**src/rtl/la_cmd_pkg.sv**
```systemverilog
package la_cmd_pkg;
  localparam logic [7:0] OP_RESET      = 8'h00;
  localparam logic [7:0] OP_ARM        = 8'h01;
  localparam logic [7:0] OP_IDENT      = 8'h02;
  localparam logic [7:0] OP_DIVIDER    = 8'h80;
  localparam logic [7:0] OP_SIZE       = 8'h81;
  localparam logic [7:0] OP_FLAGS      = 8'h82;
  localparam logic [7:0] OP_STAGE_BASE = 8'hC0;
  localparam int         ARG_BYTES     = 4;
  localparam int         ID_BYTES      = 4;
  localparam int         START_BIT     = 27;

  typedef enum logic {FR_OPCODE, FR_ARG} fr_state_e;

  typedef struct packed {
    logic        vld;
    logic        lng;
    logic [7:0]  op;
    logic [31:0] arg;
  } cmd_t;

  function automatic logic [7:0] id_byte(input logic [1:0] idx);
    case (idx)
      2'd0:    id_byte = 8'h31;
      2'd1:    id_byte = 8'h53;
      2'd2:    id_byte = 8'h4C;
      default: id_byte = 8'h4F;
    endcase
  endfunction
endpackage

```
**src/rtl/la_cmd_framer.sv**
```systemverilog
module la_cmd_framer
  import la_cmd_pkg::*;
(
  input  logic       clk_i,
  input  logic       rst_ni,
  input  logic [7:0] byte_i,
  input  logic       byte_vld_i,
  output cmd_t       cmd_o
);
  localparam int CW = $clog2(ARG_BYTES);

  fr_state_e       state_q;
  logic [CW-1:0]   cnt_q;
  logic [7:0]      op_q;
  logic [8*(ARG_BYTES-1)-1:0] arg_q;

  always_ff @(posedge clk_i or negedge rst_ni) begin
    if (!rst_ni) begin
      state_q <= FR_OPCODE;
      cnt_q   <= '0;
      op_q    <= '0;
      arg_q   <= '0;
      cmd_o   <= '0;
    end else begin
      cmd_o.vld <= 1'b0;
      if (byte_vld_i) begin
        case (state_q)
          FR_OPCODE: begin
            if (byte_i[7]) begin
              op_q    <= byte_i;
              cnt_q   <= '0;
              state_q <= FR_ARG;
            end else begin
              cmd_o <= '{vld: 1'b1, lng: 1'b0, op: byte_i, arg: 32'h0};
            end
          end
          default: begin
            if (cnt_q == CW'(ARG_BYTES - 1)) begin
              cmd_o   <= '{vld: 1'b1, lng: 1'b1, op: op_q, arg: {byte_i, arg_q}};
              state_q <= FR_OPCODE;
            end else begin
              arg_q <= {byte_i, arg_q[8*(ARG_BYTES-1)-1:8]};
              cnt_q <= cnt_q + 1'b1;
            end
          end
        endcase
      end
    end
  end

  assert_long_opcode_R1: assert property (@(posedge clk_i) disable iff (!rst_ni)
    (state_q == FR_ARG) |-> op_q[7]);
  assert_strobe_is_long_R2: assert property (@(posedge clk_i) disable iff (!rst_ni)
    (cmd_o.vld && cmd_o.lng) |-> cmd_o.op[7]);
  assert_short_is_short_R1: assert property (@(posedge clk_i) disable iff (!rst_ni)
    (cmd_o.vld && !cmd_o.lng) |-> !cmd_o.op[7]);
endmodule

```
**src/rtl/la_cmd_regs.sv**
```systemverilog
module la_cmd_regs
  import la_cmd_pkg::*;
#(
  parameter int STAGES = 4
) (
  input  logic                clk_i,
  input  logic                rst_ni,
  input  cmd_t                cmd_i,
  output logic                reset_o,
  output logic                armed_o,
  output logic [32*STAGES-1:0] trig_mask_o,
  output logic [32*STAGES-1:0] trig_value_o,
  output logic [32*STAGES-1:0] trig_cfg_o,
  output logic [STAGES-1:0]   trig_start_o,
  output logic [23:0]         divider_o,
  output logic [15:0]         read_cnt_o,
  output logic [15:0]         delay_cnt_o,
  output logic [15:0]         flags_o,
  output logic [3:0]          group_en_o
);
  logic short_hit, long_hit, reset_hit;

  assign short_hit = cmd_i.vld && !cmd_i.lng;
  assign long_hit  = cmd_i.vld && cmd_i.lng;
  assign reset_hit = short_hit && (cmd_i.op == OP_RESET);

  always_ff @(posedge clk_i or negedge rst_ni) begin
    if (!rst_ni) begin
      reset_o     <= 1'b0;
      armed_o     <= 1'b0;
      divider_o   <= '0;
      read_cnt_o  <= '0;
      delay_cnt_o <= '0;
      flags_o     <= '0;
    end else begin
      reset_o <= reset_hit;
      if (reset_hit) begin
        armed_o <= 1'b0;
        flags_o <= '0;
      end else if (short_hit && cmd_i.op == OP_ARM) begin
        armed_o <= 1'b1;
      end else if (long_hit) begin
        case (cmd_i.op)
          OP_DIVIDER: divider_o <= cmd_i.arg[23:0];
          OP_SIZE: begin
            read_cnt_o  <= cmd_i.arg[15:0];
            delay_cnt_o <= cmd_i.arg[31:16];
          end
          OP_FLAGS: flags_o <= cmd_i.arg[15:0];
          default: ;
        endcase
      end
    end
  end

  assign group_en_o = ~flags_o[5:2];

  for (genvar g = 0; g < STAGES; g++) begin : g_stage
    localparam logic [7:0] OP_MASK  = OP_STAGE_BASE + 8'(4 * g);
    localparam logic [7:0] OP_VALUE = OP_MASK + 8'd1;
    localparam logic [7:0] OP_CFG   = OP_MASK + 8'd2;
    logic [31:0] mask_q, value_q, cfg_q;

    always_ff @(posedge clk_i or negedge rst_ni) begin
      if (!rst_ni) begin
        mask_q  <= '0;
        value_q <= '0;
        cfg_q   <= '0;
      end else if (reset_hit) begin
        mask_q  <= '0;
        value_q <= '0;
        cfg_q   <= '0;
      end else if (long_hit) begin
        if (cmd_i.op == OP_MASK)  mask_q  <= cmd_i.arg;
        if (cmd_i.op == OP_VALUE) value_q <= cmd_i.arg;
        if (cmd_i.op == OP_CFG)   cfg_q   <= cmd_i.arg;
      end
    end

    assign trig_mask_o[32*g +: 32]  = mask_q;
    assign trig_value_o[32*g +: 32] = value_q;
    assign trig_cfg_o[32*g +: 32]   = cfg_q;
    assign trig_start_o[g]          = cfg_q[START_BIT];
  end

  assert_arm_source_R5: assert property (@(posedge clk_i) disable iff (!rst_ni)
    $rose(armed_o) |-> $past(cmd_i.vld && !cmd_i.lng && cmd_i.op == OP_ARM));
  assert_reset_clears_R3: assert property (@(posedge clk_i) disable iff (!rst_ni)
    reset_o |-> (flags_o == '0 && !armed_o && trig_start_o == '0));
  assert_unknown_long_R11: assert property (@(posedge clk_i) disable iff (!rst_ni)
    (cmd_i.vld && cmd_i.lng && cmd_i.op[7:4] == 4'h9) |=>
      ($stable(flags_o) && $stable(divider_o) && $stable(read_cnt_o) && $stable(trig_cfg_o)));
endmodule

```
**src/rtl/la_id_tx.sv**
```systemverilog
module la_id_tx
  import la_cmd_pkg::*;
(
  input  logic       clk_i,
  input  logic       rst_ni,
  input  logic       start_i,
  output logic [7:0] tx_data_o,
  output logic       tx_valid_o,
  input  logic       tx_ready_i
);
  localparam int IW = $clog2(ID_BYTES);
  logic [IW-1:0] idx_q;

  always_ff @(posedge clk_i or negedge rst_ni) begin
    if (!rst_ni) begin
      tx_valid_o <= 1'b0;
      idx_q      <= '0;
    end else if (!tx_valid_o) begin
      if (start_i) begin
        tx_valid_o <= 1'b1;
        idx_q      <= '0;
      end
    end else if (tx_ready_i) begin
      if (idx_q == IW'(ID_BYTES - 1)) tx_valid_o <= 1'b0;
      idx_q <= idx_q + 1'b1;
    end
  end

  assign tx_data_o = id_byte(2'(idx_q));

  assert_tx_hold_R4: assert property (@(posedge clk_i) disable iff (!rst_ni)
    (tx_valid_o && !tx_ready_i) |=> (tx_valid_o && $stable(tx_data_o)));
endmodule

```
**src/rtl/la_cmd_decoder.sv**
```systemverilog
module la_cmd_decoder
  import la_cmd_pkg::*;
#(
  parameter int STAGES = 4
) (
  input  logic                 clk_i,
  input  logic                 rst_ni,
  input  logic [7:0]           rx_data_i,
  input  logic                 rx_valid_i,
  output logic                 rx_ready_o,
  output logic [7:0]           tx_data_o,
  output logic                 tx_valid_o,
  input  logic                 tx_ready_i,
  output logic                 reset_o,
  output logic                 armed_o,
  output logic                 wr_strobe_o,
  output logic [7:0]           wr_opcode_o,
  output logic [31:0]          wr_arg_o,
  output logic [32*STAGES-1:0] trig_mask_o,
  output logic [32*STAGES-1:0] trig_value_o,
  output logic [32*STAGES-1:0] trig_cfg_o,
  output logic [STAGES-1:0]    trig_start_o,
  output logic [23:0]          divider_o,
  output logic [15:0]          read_cnt_o,
  output logic [15:0]          delay_cnt_o,
  output logic [15:0]          flags_o,
  output logic [3:0]           group_en_o
);
  cmd_t cmd;
  logic id_start;

  assign id_start   = cmd.vld && !cmd.lng && (cmd.op == OP_IDENT);
  assign rx_ready_o = !tx_valid_o && !id_start;

  la_cmd_framer u_framer (
    .clk_i      (clk_i),
    .rst_ni     (rst_ni),
    .byte_i     (rx_data_i),
    .byte_vld_i (rx_valid_i && rx_ready_o),
    .cmd_o      (cmd)
  );

  la_cmd_regs #(.STAGES(STAGES)) u_regs (
    .clk_i        (clk_i),
    .rst_ni       (rst_ni),
    .cmd_i        (cmd),
    .reset_o      (reset_o),
    .armed_o      (armed_o),
    .trig_mask_o  (trig_mask_o),
    .trig_value_o (trig_value_o),
    .trig_cfg_o   (trig_cfg_o),
    .trig_start_o (trig_start_o),
    .divider_o    (divider_o),
    .read_cnt_o   (read_cnt_o),
    .delay_cnt_o  (delay_cnt_o),
    .flags_o      (flags_o),
    .group_en_o   (group_en_o)
  );

  la_id_tx u_id_tx (
    .clk_i      (clk_i),
    .rst_ni     (rst_ni),
    .start_i    (id_start),
    .tx_data_o  (tx_data_o),
    .tx_valid_o (tx_valid_o),
    .tx_ready_i (tx_ready_i)
  );

  assign wr_strobe_o = cmd.vld && cmd.lng;
  assign wr_opcode_o = cmd.op;
  assign wr_arg_o    = cmd.arg;

  assert_rx_stall_R4: assert property (@(posedge clk_i) disable iff (!rst_ni)
    tx_valid_o |-> !rx_ready_o);
endmodule

```
**config.mk**
```make
export PLATFORM = sky130hd
export DESIGN_NAME = la_cmd_decoder
export DESIGN_NICKNAME = d
export VERILOG_FILES = /design/src/rtl/la_cmd_pkg.sv /design/src/rtl/la_cmd_framer.sv /design/src/rtl/la_cmd_regs.sv /design/src/rtl/la_id_tx.sv /design/src/rtl/la_cmd_decoder.sv
export SDC_FILE = /design/constraint.sdc
export NUM_CORES = 1
export LEC_CHECK = 0
export ABC_AREA = 1
export BUFFER_PORTS_ARGS = -buffer_cell sky130_fd_sc_hd__buf_2
export CAP_MARGIN = 20
export CORE_MARGIN = 3
export CORE_UTILIZATION = 53
export DETAILED_ROUTE_END_ITERATION = 10
export HOLD_SLACK_MARGIN = 0.08
export PLACE_DENSITY = 0.81
export SLEW_MARGIN = 20
export SYNTH_ARGS = -nofsm -noshare
export SYNTH_HDL_FRONTEND = slang
export SYNTH_SLANG_ARGS = --single-unit
```
**constraint.sdc**
```tcl
create_clock -name clk_i -period 2 [get_ports clk_i]
set_input_delay 0.1 -clock clk_i [delete_from_list [all_inputs] [get_ports clk_i]]
set_output_delay 0.1 -clock clk_i [all_outputs]
set_load 0.05 [all_outputs]
```
==> results by stage, run 1 <==
Status:
- The run finished with clean final reports.

Clock network:
- The clock sink total is around 540.
- The maximum number of buffers from clock root to sink is 3.
- The cell sitting at the root of the clock tree is a clkbuf_16.
- The CTS buffer count is between 50 and 60.
- TritonCTS built the clock tree.
- The clock insertion delay at the later pin of the skew report is roughly 600 ps.
- The clock tree synthesis step divided the H-tree into 2 levels.
- Clock-pin slew was measured on the worst setup and hold paths at approximately 60 ps.

Cells and area:
- Leaving out fill and tap cells, the most frequent cells in the layout are 609 x nand2_1, 535 x dfrtp_1, 524 x buf_2.
- The leading cell type in the layout, fill and taps excluded is nand2_1.
- The count of nets after finishing is about 2,700.
- The area growth from synthesis to layout is 25.2%.
- The final cell utilization of the core is 67.5%.
- 0 antenna diodes ended up in the layout.
- Of the cells placed in the final design, the portion with a size suffix greater than 1 is between 20% and 30%.

Global routing:
- The via count of the first global-routing pass is 18,252.
- The first global-routing pass estimated roughly 110 mm of wire.
- The number of antenna violations at the first check in global routing is 0.
- The pin count of the biggest net entering global routing is between 60 and 70.
- For this run the aggregate overflow at the end of global routing stands at 0.
- For this run, the total global-route usage over all layers was measured as roughly a third.

Detailed routing:
- The total number of vias is 18,870.
- For this block, the initial DRC count from the detailed router was about 2,000.
- The met2 wire length is about 34 mm.
- The detail-routed via count per cell is about 5.9.
- After detailed routing, the number of remaining DRC violations is 0.
- The highest metal layer with signal wires is met4.
- For this block, the routed nets add up to about 74 mm of wire.
- The wire length per cell after detailed routing is 22.8 µm.
- The first-pass iteration count of the detailed router is 6.
- The detail route stage leaves a number of antenna-violating nets equal to 0.
- The routed design uses around 8.6 mm of met3 wire.
- In the final routing, the length of wire on met1 measures roughly 26 mm.

Pwr:
- For this design the ratio of total power to cell area is just over 1000 nW/µm².
- The total power is 27.3 mW.
- The largest vdd supply drop is around 1.4 mV.
- The static leakage is 14.2 nW.

Timing:
- The smallest hold slack is 60.5 ps.
- Setup repair after global routing could not meet its margin everywhere.
- The worst-case headroom to the max-slew limit is 47.9%.
- The final hold violation count is 0.
- At the pin with the least slew margin, the transition time is 780 ps.
- The minimum clock period after layout is 1950 ps.
- The max-slew violation count was 0.
- After routing, the total negative slack on setup checks comes to 0 ps.
- Derived from the worst setup path, the maximum achievable clock frequency is between 0.5 and 0.6 GHz.
- The minimum setup slack in the final design is 54.3 ps.
- The worst clock skew is between 20 and 25 ps.
- The setup-violating endpoint count in the final report is 0.
- Of the available clock period, the critical path in the final layout requires between 90 and 100%.

Synthesis:
- By area the synthesized netlist is led by dfrtp_1 64%, nand2_1 11%, o21ai_0 8.1%, nand3_1 4.2%, nand4_1 2.3%.
- When the netlist entered floorplanning its net count stood at approximately 2,200.
- The synthesized design spends more area on one cell type than any other, namely dfrtp_1.
- Synthesis handed over a netlist of 2,187 instances.
- Summed over its instances, the top area cell type makes up roughly 64% of the synthesized netlist area.
- The post-synthesis instance area is 21,000 µm².
- The average footprint of a synthesized cell is ~9.6 µm².
- Yosys printed 0 warnings.
- The share of the yosys chip area belonging to registers is 64.1%.
- After synthesis, the netlist uses 26 different library cells.
- The number of synthesized register bits is roughly 540.

Floorplanning:
- The floorplan has 72 rows.
- For this configuration, the core starts out at a cell density of 53.9%.
- Measured along the x axis, the die boundary spans a little over 200 µm.
- The die extent in y is about 200 µm.
- The placeable core area is 38,900 µm².
- The die covers between 40,000 and 50,000 µm².
- around 530 I/O pins were placed.

Placed design:
- Routability-driven placement finished with a final weighted congestion of roughly 0.96.
- The HPWL after detailed placement is approximately 50 mm.
- Input and output buffers added on the ports amount to roughly 530.
- Before CTS, the worst setup slack after placement is 4.41 ps.

Run:
- Max-cap violations in this run came to 0.

Worst hold path:
- The class of the tightest hold or removal check is in2async.

Worst setup path:
- The critical path in this run is classified as reg2out.
- The required time of the critical path is ~1900 ps.
- The highest fanout seen on the critical path is 14.
- The number of cells on the worst reg-to-reg path is 9.
- The arrival time reported for the critical path endpoint is about 1900 ps.
- The endpoint type of the worst setup path is an output pin.
- The sort of element at the start of the critical path is a flip-flop.
[power by group]
part	internal [mW]	switching, mW
sequential	11.5	0.497
combinational	1.49	4.24
clock	5.52	4.09
[path summary, 6_finish.rpt]
check	start	to	slack [ps]
max in group asynchronous	rst_ni	u_regs.g_stage[3].mask_q[28]	1030
hold reg to reg	u_regs.g_stage[3].cfg_q[18]	u_regs.g_stage[3].cfg_q[18]	470
min in group clk_i	rx_data_i[7]	u_framer.arg_q[23]	350
hold / removal	rst_ni	u_regs.g_stage[1].cfg_q[23]	60
setup / recovery	u_framer.cmd_o[40]	rx_ready_o	50
setup reg to reg	u_framer.cmd_o[32]	u_regs.g_stage[3].value_q[9]	90
[layer usage]
layer	track usage, %	vias up
met1	43.4	9186
met3	9.74	287
met4	20.0	0
li1	-	8093
met5	0	-
met2	52.9	1304
[sequential cells by signal, summed over array words and instances, names as in the netlist, 2 cells and up]
signal and cells:
u_regs.read_cnt_o 16, u_regs.divider_o 24, u_regs.g_stage.cfg_q 128, u_framer.cmd_o 42, u_framer.cnt_q 2, u_regs.g_stage.value_q 128, u_framer.arg_q 24, u_regs.delay_cnt_o 16
u_regs.flags_o 16, u_regs.g_stage.mask_q 128, u_framer.op_q 8, u_id_tx.idx_q 2
[stage by stage]
| step | area [µm²] | instances |
|---|---|---|
| floorplan | 21000 | 2187 |
| detailed placement | 24300 | 3112 |
| CTS | 26100 | 3210 |
| global route | 26300 | 3221 |
| finish | 26300 | 3221 |
| global placement | 24300 | 3112 |
[area by class of cell]
type | instances | area [µm²]
timing repair buffer | 626 | 3880
clock buffer | 78 | 1580
multi-input combinational | 1356 | 6250
inverter | 98 | 378
tap | 518 | 648
clock inverter | 7 | 75.1
sequential | 538 | 13500
fill | 2949 | 12600
[cell usage after synthesis]
| cell type | instances |
|---|---|
| a21oi_2 | 1 |
| buf_6 | 2 |
| clkbuf_1 | 71 |
| dfrtp_1 | 538 |
| inv_1 | 85 |
| nand4_2 | 2 |
| nor2_2 | 11 |
| clkinv_1 | 1 |
| nand3_2 | 2 |
| or2_2 | 2 |
| nand4_1 | 77 |
| buf_1 | 9 |
| nor2_1 | 60 |
| nand2_2 | 1 |
| conb_1 | 1 |
| nor2_4 | 1 |
| a21oi_1 | 2 |
| nand2_1 | 616 |
| o21ai_0 | 338 |
| buf_2 | 64 |
| ha_1 | 7 |
| o21ai_1 | 55 |
| nand3_1 | 177 |
| buf_4 | 51 |
| inv_2 | 12 |
| nor3_1 | 1 |
[worst max-delay path, cell delays in order, from the launching register on]
cell and delay (ps):
dfrtp_1 410, nor2_2 210, nand3_4 130, nor2_4 140
nor2_4 70, buf_12 150, buf_6 150
[cell families (layout without fill, tap and decap cells)]
kind of cell	after synthesis	after routing	synth area share (%)
buffers and inverters	295	809	6.64
AO/OA/AOI/OAI	396	397	9.46
other	1	1	0.0179
flip-flops	538	538	64.1
adder cells (fa/ha/maj)	7	7	0.417
AND/OR/NAND/NOR	950	951	19.3
[what timing repair did]
| action | CTS | global route |
|---|---|---|
| gates resized for setup | 8 | 25 |
| gates cloned | 2 | 1 |
| endpoints found under the setup margin | 11 | 274 |
| hold endpoints to repair | 576 | 0 |
| hold buffers | 11 | 0 |
| setup buffers | 0 | 10 |
| pin swaps | 1 | 4 |
Note: power is estimated with default switching activity, not from simulation.
==> inputs of run 2 (changes only) <==
--- a/config.mk
+++ b/config.mk
@@ -7,3 +7,2 @@
 export LEC_CHECK = 0
-export ABC_AREA = 1
 export BUFFER_PORTS_ARGS = -buffer_cell sky130_fd_sc_hd__buf_2
@@ -11,3 +10,3 @@
 export CORE_MARGIN = 3
-export CORE_UTILIZATION = 53
+export CORE_UTILIZATION = 54
 export DETAILED_ROUTE_END_ITERATION = 10
--- a/constraint.sdc
+++ b/constraint.sdc
@@ -3,2 +3,2 @@
 set_output_delay 0.1 -clock clk_i [all_outputs]
-set_load 0.05 [all_outputs]
+set_load 0.02 [all_outputs]
==> run 2 against run 1 <==
Flip-flop and latch count is the same. Critical endpoint is now wr_arg_o[16]. First-iteration DRC count shrank 27%. Combinational power shrank 7.9%. Highest routed layer unchanged. Sequential share of layout area shrank 2.0 points. Critical path type unchanged.
==> results by stage, run 2 <==
Detailed routing:
- The final routed DRC violation total is 0 (unchanged).
- The detail-routed via count per cell was 5.77 (was 5.86).
- The final wirelength is 70.3 mm (was 73.6 mm).
- The wire length per cell after detailed routing was 23.4 µm (was 22.8 µm).
- The final antenna-violating net count was 0 (unchanged).
- The total number of vias is 17,303 (was 18,870).
- The number of DRC markers after the initial detailed-route iteration is 1,428 (was 1,954).
- The first-pass iteration count of the detailed router is 5 (was 6).

Worst setup path:
- The highest fanout seen on the critical path is 16 (was 14).
- The start point of the critical path is u_framer.cmd_o[16] (was u_framer.cmd_o[40]).
- The dominant delay contributor by cell family on the critical path is flip-flops (was simple AND/OR/NAND/NOR gates).
- The arrival time reported for the critical path endpoint is 1850 ps (about the same).
- The type of the setup path with the least slack is reg2out (unchanged).
- Chain of cells forming the critical path: buf_2 (was nor2_2, nand3_4, nor2_4, nor2_4, buf_12, buf_6).
- The endpoint type of the worst setup path is an output pin (unchanged).
- The sort of element at the start of the critical path is a flip-flop (unchanged).
- The standard cell with the maximum stage delay on the critical path is dfrtp_1 (unchanged).
- The largest stage delay on the critical path is 940 ps (was 410 ps).
- The launch instance of the worst register-to-register path is u_framer.cmd_o[37] (was u_framer.cmd_o[32]).
- The required time of the critical path is 1900 ps (about the same).
- The combined buffer and inverter count along the critical path is 1 (was 2).

Cells and area:
- Largest registers: u_regs.g_stage.cfg_q x128, u_regs.g_stage.mask_q x128, u_regs.g_stage.value_q x128 (unchanged).
- The sequential cell area in the final layout is 13,500 µm² (about the same).
- The count of nets after finishing is 2,451 (was 2,690).
- The area occupied by multi-input gates came to 7430 µm² (was 6250 µm²).
- The final cell utilization of the core was 68.4% (was 67.5%).
- The ratio of cells with drive above 1 in the final layout is 33.6% (was 27.9%).
- The layout filler cell count came to 2,818 (was 2,949).
- The area growth from synthesis to layout is 24.5% (was 25.2%).
- The leading cell type in the layout, fill and taps excluded is dfrtp_1 (was nand2_1).
- The cell area after layout was 27,400 µm² (was 26,300 µm²).
- Most frequent cells in the layout: 531 x dfrtp_1, 525 x buf_2, 329 x nand2_1 (was 609 x nand2_1, 535 x dfrtp_1, 524 x buf_2).
- The number of diodes added for antenna fixing is 0 (unchanged).

Clock network:
- The clock sink total is 538 (unchanged).
- The CTS buffer count is 53 (was 51).
- The maximum number of buffers from clock root to sink came to 3 (unchanged).
- The clock insertion delay at the later pin of the skew report is 600 ps (about the same).
- The clock-pin transition on the worst setup and hold timing paths is 60 ps (about the same).
- The level count of the clock H-tree is 2 (unchanged).
- The master cell of the clock root buffer is clkbuf_16 (unchanged).
- The clock tree from TritonCTS is yes (unchanged).

Synthesis:
- The count of yosys warnings during synthesis came to 0 (unchanged).
- The number of standard cells after synthesis is 1,933 (was 2,187).
- The average footprint of a synthesized cell was 11.4 µm² (was 9.60 µm²).
- The number of synthesized register bits is 538 (unchanged).
- The number of distinct library cells after synthesis is 45 (was 26).
- The proportion of register bits with asynchronous set or reset after synthesis is 100% (unchanged).
- The dominant cell type by area after synthesis is dfrtp_1 (unchanged).
- The number of nets in the synthesized netlist is 1,952 (was 2,206).
- The most numerous cell in the Yosys netlist is dfrtp_1 (was nand2_1).
- Most frequent cells after synthesis: 538 x dfrtp_1, 329 x nand2_1, 244 x nor2_1 (was 616 x nand2_1, 538 x dfrtp_1, 338 x o21ai_0).
- The share of the yosys chip area belonging to registers is 61.2% (was 64.1%).
- The number of enable-type register cells in the synthesized netlist is 0 (unchanged).
- The portion of synthesized cell area occupied by the leading cell type is 61.2% (was 64.1%).
- Largest cells by area after synthesis: dfrtp_1 61%, mux2i_1 11%, nand2_1 5.6%, nor2_1 4.2%, a21oi_1 3.7% (was dfrtp_1 64%, nand2_1 11%, o21ai_0 8.1%, nand3_1 4.2%, nand4_1 2.3%).
- The dominant register cell in the synthesized netlist is dfrtp_1 (unchanged).
- The post-synthesis instance area is 22,000 µm² (was 21,000 µm²).

Pwr:
- The share of power burned in the clock network came to 35.2% (about the same).
- The largest vdd supply drop is 0.887 mV (was 1.42 mV).
- The static leakage is 16.3 nW (was 14.2 nW).
- The fraction of power spent switching nets was 31.2% (was 32.3%).
- The total net switching power is 8.74 mW (was 8.83 mW).
- The portion of total power attributed to combinational logic is 18.8% (was 21.0%).
- The internal power came to 19.3 mW (was 18.5 mW).
- The areal power density over the cells was 1020 nW/µm² (was 1040 nW/µm²).
- The portion of total power attributed to sequential cells was 45.9% (was 43.8%).

Floorplanning:
- The die extent in y is 208 µm (was 205 µm).
- The count of standard-cell rows is 73 (was 72).
- The chip width is 208 µm (was 205 µm).
- The placeable core area is 40,000 µm² (was 38,900 µm²).
- The top-level I/O count is 529 (unchanged).
- The die outline area is 43,200 µm² (was 42,000 µm²).
- The starting utilization of the core area is 55.0% (was 53.9%).

Timing:
- The minimum setup slack in the final design is 46.6 ps (was 54.3 ps).
- The final hold violation count is 0 (unchanged).
- The maximum clock frequency is 0.512 GHz (was 0.514 GHz).
- Unrepaired setup endpoints after global routing: yes (unchanged).
- The worst-case headroom to the max-slew limit was 39.5% (was 47.9%).
- The minimum clock period after layout is 1950 ps (about the same).
- The max-slew violation count is 0 (unchanged).
- The worst clock skew is 16.5 ps (was 22.4 ps).
- The setup-violating endpoint count in the final report came to 0 (unchanged).
- The accumulated negative setup slack is 0 ps (unchanged).
- The actual slew at the worst max-slew pin is 908 ps (was 780 ps).
- The final period utilization was 97.7% (was 97.3%).

Run:
- The max-capacitance violation count is 0 (unchanged).

Placed design:
- The count of input and output buffers is 527 (unchanged).
- The worst setup slack after placement came to -25.2 ps (was 4.41 ps).
- The half-perimeter wire length of the detailed placement result came to 46.8 mm (was 50.0 mm).
- The area after detailed placement was 25,400 µm² (was 24,300 µm²).
- The final RePlAce weighted congestion is 0.909 (was 0.958).

Global routing:
- The aggregate global-route resource usage is 31.8% (was 34.2%).
- The wire length of the first global-routing pass is 107 mm (was 110 mm).
- The pin count of the biggest net entering global routing is 83 (was 65).
- The via count of the first global-routing pass is 17,422 (was 18,252).
- The number of antenna violations at the first check in global routing is 0 (unchanged).
- The total congestion overflow after global routing came to 0 (unchanged).

Status:
- Run status: finished, final reports clean (unchanged).

Worst hold path:
- The class of the tightest hold or removal check was in2async (unchanged).
## run 2: layer usage
metal	vias up	wire, µm	track usage (%)
met5	-	0	0
met4	0	3340	14.5
met3	211	6210	7.59
met2	943	33800	51.5
met1	8796	26900	41.1
li1	7353	-	-
## run 2: cell families after synthesis
kind of cell,share of synthesized area [%]
fa+ha+maj,0.398
buf+inv,5.31
mux,15.8
simple gates,11.5
compound gates,5.73
xor+xnor,0.0398
flops,61.2
other cells,0.0171
## run 2: repair_timing
| action | in CTS | in global routing |
|---|---|---|
| resized for setup | 7 | 8 |
| pin swaps | 1 | 4 |
| hold buffers | 12 | 0 |
| setup endpoints to repair | 27 | 91 |
| hold endpoints to repair | 572 | 0 |
| buffers inserted | 0 | 7 |
## run 2: cell type report
class                   count  share of cell area [%]
clock buffers              85                    5.77
clock inverters            13                   0.471
inverters                  12                   0.165
multi-input cells        1179                    27.1
flip-flops and latches    538                    49.2
well taps                 525                    2.40
repair buffers            648                    14.9
## run 2: final timing paths
path                                                       to  slack (ps)  cells after the start
worst min register to register               u_framer.op_q[7]         480                      1
max in group asynchronous       u_regs.g_stage[3].value_q[20]        1310                      4
min in group clk_i                         u_id_tx.tx_valid_o         310                      3
worst min-delay path                      u_regs.divider_o[6]         130                      3
worst max register to register    u_regs.g_stage[1].mask_q[1]          60                      6
worst max-delay path                             wr_arg_o[16]          50                      1
## run 2: power groups by stage
stage	clock network [mW]	registers [mW]	logic [mW]
after floorplan	0	12.4	3.34
after global placement	0	13.0	4.95
after detailed placement	0	13.0	5.03
after CTS	9.96	12.8	5.09
after global routing	10.4	12.9	5.57
final	9.86	12.9	5.28
## run 2: worst reg2reg max path, delay by kind of cell (launching register included)
kind	cells	cell delay (ps)
muxes	1	290
DFF	1	530
buffers and inverters	2	510
and+or+nand+nor	3	490
## run 2: stage by stage
stage	total power, mW	cells	hold WS [ps]
2_1_floorplan	15.8	1933	-196
3_3_place_gp	17.9	2883	5.64
3_5_place_dp	18.0	2883	9.48
4_1_cts	27.9	2993	113
5_1_grt	28.9	3000	128
6_report	28.0	3000	129
==> inputs of run 3 (changes only) <==
- RECOVER_POWER: default -> 50
==> run 3 against run 2 <==
The run now ends with capacitance limit, slew limit left. Register-to-register slack hardly changed. Via count up 0.14%. Die area unchanged. Sequential power hardly changed. Combinational power shrank 0.9%. Flip-flop and latch count unchanged. Utilization fell by 1.2 points. Maximum frequency about the same. Highest routed layer unchanged. Sequential share of layout area is 0.89 points higher. Largest power group unchanged. Clock-buffer cell count stayed put.
==> results by stage, run 3 (synthesis results as in run 2) <==
Status:
- Run status: finished with violations (was finished, final reports clean).
- The checks that failed: capacitance limit, slew limit.

Run:
- The max-capacitance violation count was 1 (was 0).

Worst hold path:
- The cell count of the worst hold path is 3.
- The class of the tightest hold or removal check is in2reg (was in2async).

Timing:
- The setup-violating endpoint count in the final report is 0 (unchanged).
- The final hold violation count was 0 (unchanged).
- The worst clock skew is 15.5 ps (was 16.5 ps).
- The max-slew violation count is 29 (was 0).
- The smallest hold slack was 304 ps (was 129 ps).
- The final period utilization came to 97.6% (was 97.7%).
- The maximum clock frequency is 0.512 GHz (about the same).
- The actual slew at the worst max-slew pin is 1660 ps (was 908 ps).
- The minimum clock period after layout is 1950 ps (about the same).
- The accumulated negative setup slack is 0 ps (unchanged).
- Unrepaired setup endpoints after global routing: yes (unchanged).
- The worst-case headroom to the max-slew limit was -10.9% (was 39.5%).

Cells and area:
- The count of nets after finishing was 2,451 (unchanged).
- The ratio of cells with drive above 1 in the final layout is 22.9% (was 33.6%).
- The leading cell type in the layout, fill and taps excluded was dfrtp_1 (unchanged).
- Largest registers: u_regs.g_stage.cfg_q x128, u_regs.g_stage.mask_q x128, u_regs.g_stage.value_q x128 (unchanged).
- Most frequent cells in the layout: 531 x dfrtp_1, 329 x nand2_1, 286 x clkbuf_1 (was 531 x dfrtp_1, 525 x buf_2, 329 x nand2_1).
- The area growth from synthesis to layout is 22.3% (was 24.5%).
- The number of diodes added for antenna fixing was 0 (unchanged).
- The final cell utilization of the core was 67.2% (was 68.4%).

Pwr:
- The largest vdd supply drop was 0.889 mV (was 0.887 mV).
- The static leakage is 15.1 nW (was 16.3 nW).
- The areal power density over the cells is 1040 nW/µm² (was 1020 nW/µm²).

Worst setup path:
- The sort of element at the start of the critical path is a flip-flop (unchanged).
- The required time of the critical path came to 1900 ps (about the same).
- The number of gates on the worst path with buffers counted is 4 (was 1).
- The number of cells traversed by the worst register-to-register path is 6 (unchanged).
- The standard cell with the maximum stage delay on the critical path was dfrtp_2 (was dfrtp_1).
- Chain of cells forming the critical path: nor4b_4, buf_4, a31oi_4, buf_6 (was buf_2).
- The highest fanout seen on the critical path is 5 (was 16).
- The type of the setup path with the least slack is reg2out (unchanged).
- The dominant delay contributor by cell family on the critical path was flip-flops (unchanged).
- The combined buffer and inverter count along the critical path is 2 (was 1).
- The largest stage delay on the critical path is 440 ps (was 940 ps).
- The arrival time reported for the critical path endpoint is 1850 ps (about the same).
- The endpoint type of the worst setup path is an output pin (unchanged).

Detailed routing:
- The final wirelength came to 70.3 mm (about the same).
- The wire length per cell after detailed routing is 23.4 µm (about the same).
- The number of DRC markers after the initial detailed-route iteration is 1,519 (was 1,428).
- The first-pass iteration count of the detailed router is 6 (was 5).
- The total number of vias is 17,327 (was 17,303).
- The final routed DRC violation total was 0 (unchanged).
- The detail-routed via count per cell is 5.78 (was 5.77).
- The final antenna-violating net count is 0 (unchanged).

Global routing:
- The via count of the first global-routing pass is 17,422 (unchanged).
- The total congestion overflow after global routing is 0 (unchanged).
- The pin count of the biggest net entering global routing is 83 (unchanged).
- The wire length of the first global-routing pass is 107 mm (unchanged).
- The aggregate global-route resource usage is 31.8% (unchanged).
- The number of antenna violations at the first check in global routing was 0 (unchanged).

Clock network:
- The level count of the clock H-tree is 2 (unchanged).
- The clock sink total is 538 (unchanged).
- The clock tree from TritonCTS is yes (unchanged).
- The clock-pin transition on the worst setup and hold timing paths came to 60 ps (about the same).
- The CTS buffer count came to 53 (unchanged).
- The master cell of the clock root buffer is clkbuf_16 (unchanged).
- The maximum number of buffers from clock root to sink is 3 (unchanged).
- The clock insertion delay at the later pin of the skew report is 600 ps (about the same).

Placed design:
- The final RePlAce weighted congestion is 0.909 (unchanged).
- The half-perimeter wire length of the detailed placement result was 46.8 mm (unchanged).
- The count of input and output buffers was 527 (unchanged).

Floorplanning:
- The placeable core area came to 40,000 µm² (unchanged).
- The chip width came to 208 µm (unchanged).
- The count of standard-cell rows is 73 (unchanged).
- The die extent in y is 208 µm (unchanged).
- The top-level I/O count is 529 (unchanged).
- The die outline area is 43,200 µm² (unchanged).
- The starting utilization of the core area is 55.0% (unchanged).
## run 3: metal layers
metal | share of wire, % | global-route usage [%] | up-vias | wire length, µm
met3 | 9.0 | 7.59 | 197 | 6340
met4 | 4.6 | 14.5 | 0 | 3230
met1 | 38 | 41.1 | 8819 | 27000
met2 | 48 | 51.5 | 949 | 33800
li1 | - | - | 7362 | -
met5 | 0 | 0 | - | 0
## run 3: final timing paths
| path | from | slack [ps] | endpoint |
|---|---|---|---|
| setup / recovery | u_framer.cmd_o[34] | 50 | rx_ready_o |
| hold / removal | tx_ready_i | 300 | u_id_tx.tx_valid_o |
| setup reg to reg | u_framer.cmd_o[37] | 70 | u_regs.g_stage[1].mask_q[3] |
| hold reg to reg | u_framer.op_q[7] | 480 | u_framer.op_q[7] |
| max in group asynchronous | rst_ni | 240 | u_regs.g_stage[2].mask_q[24] |
| min in group asynchronous | rst_ni | 310 | u_regs.flags_o[3] |
## run 3: power breakdown
part | leakage, nW | total, mW | switching, mW | internal, mW
registers | 7.41 | 12.9 | 1.26 | 11.6
clock network | 0.836 | 9.86 | 4.20 | 5.66
logic | 6.83 | 5.23 | 3.28 | 1.96
## run 3: repair_timing
item / CTS / global route
pin swaps: 1 / 4
hold buffers: 12 / 0
hold endpoints to repair: 572 / 0
buffers inserted: 0 / 7
endpoints found under the setup margin: 27 / 91
gates resized for setup: 7 / 8
## run 3: area by class of cell
cell class	count	area, µm²
fillers	2994	13100
inverters	12	45.0
flip-flops and latches	538	13500
well taps	525	657
repair buffers	648	3580
multi-input cells	1179	7430
clock inverters	13	129
clock buffers	85	1580
## run 3: through the flow
stage | worst slack [ps] | total power, mW | cell area, µm² | instances
3_3_place_gp | -7.12 | 17.9 | 25400 | 2883
6_report | 48.2 | 28.0 | 26900 | 3000
3_5_place_dp | -25.2 | 18.0 | 25400 | 2883
4_1_cts | -41.4 | 27.9 | 27300 | 2993
2_1_floorplan | 185 | 15.8 | 22000 | 1933
5_1_grt | -17.0 | 28.9 | 26900 | 3000
## run 3: tightest hold or removal path: stages
cell	delay, ps
dlygate4sd3_1	520
buf_2	140
a31oi_1	90
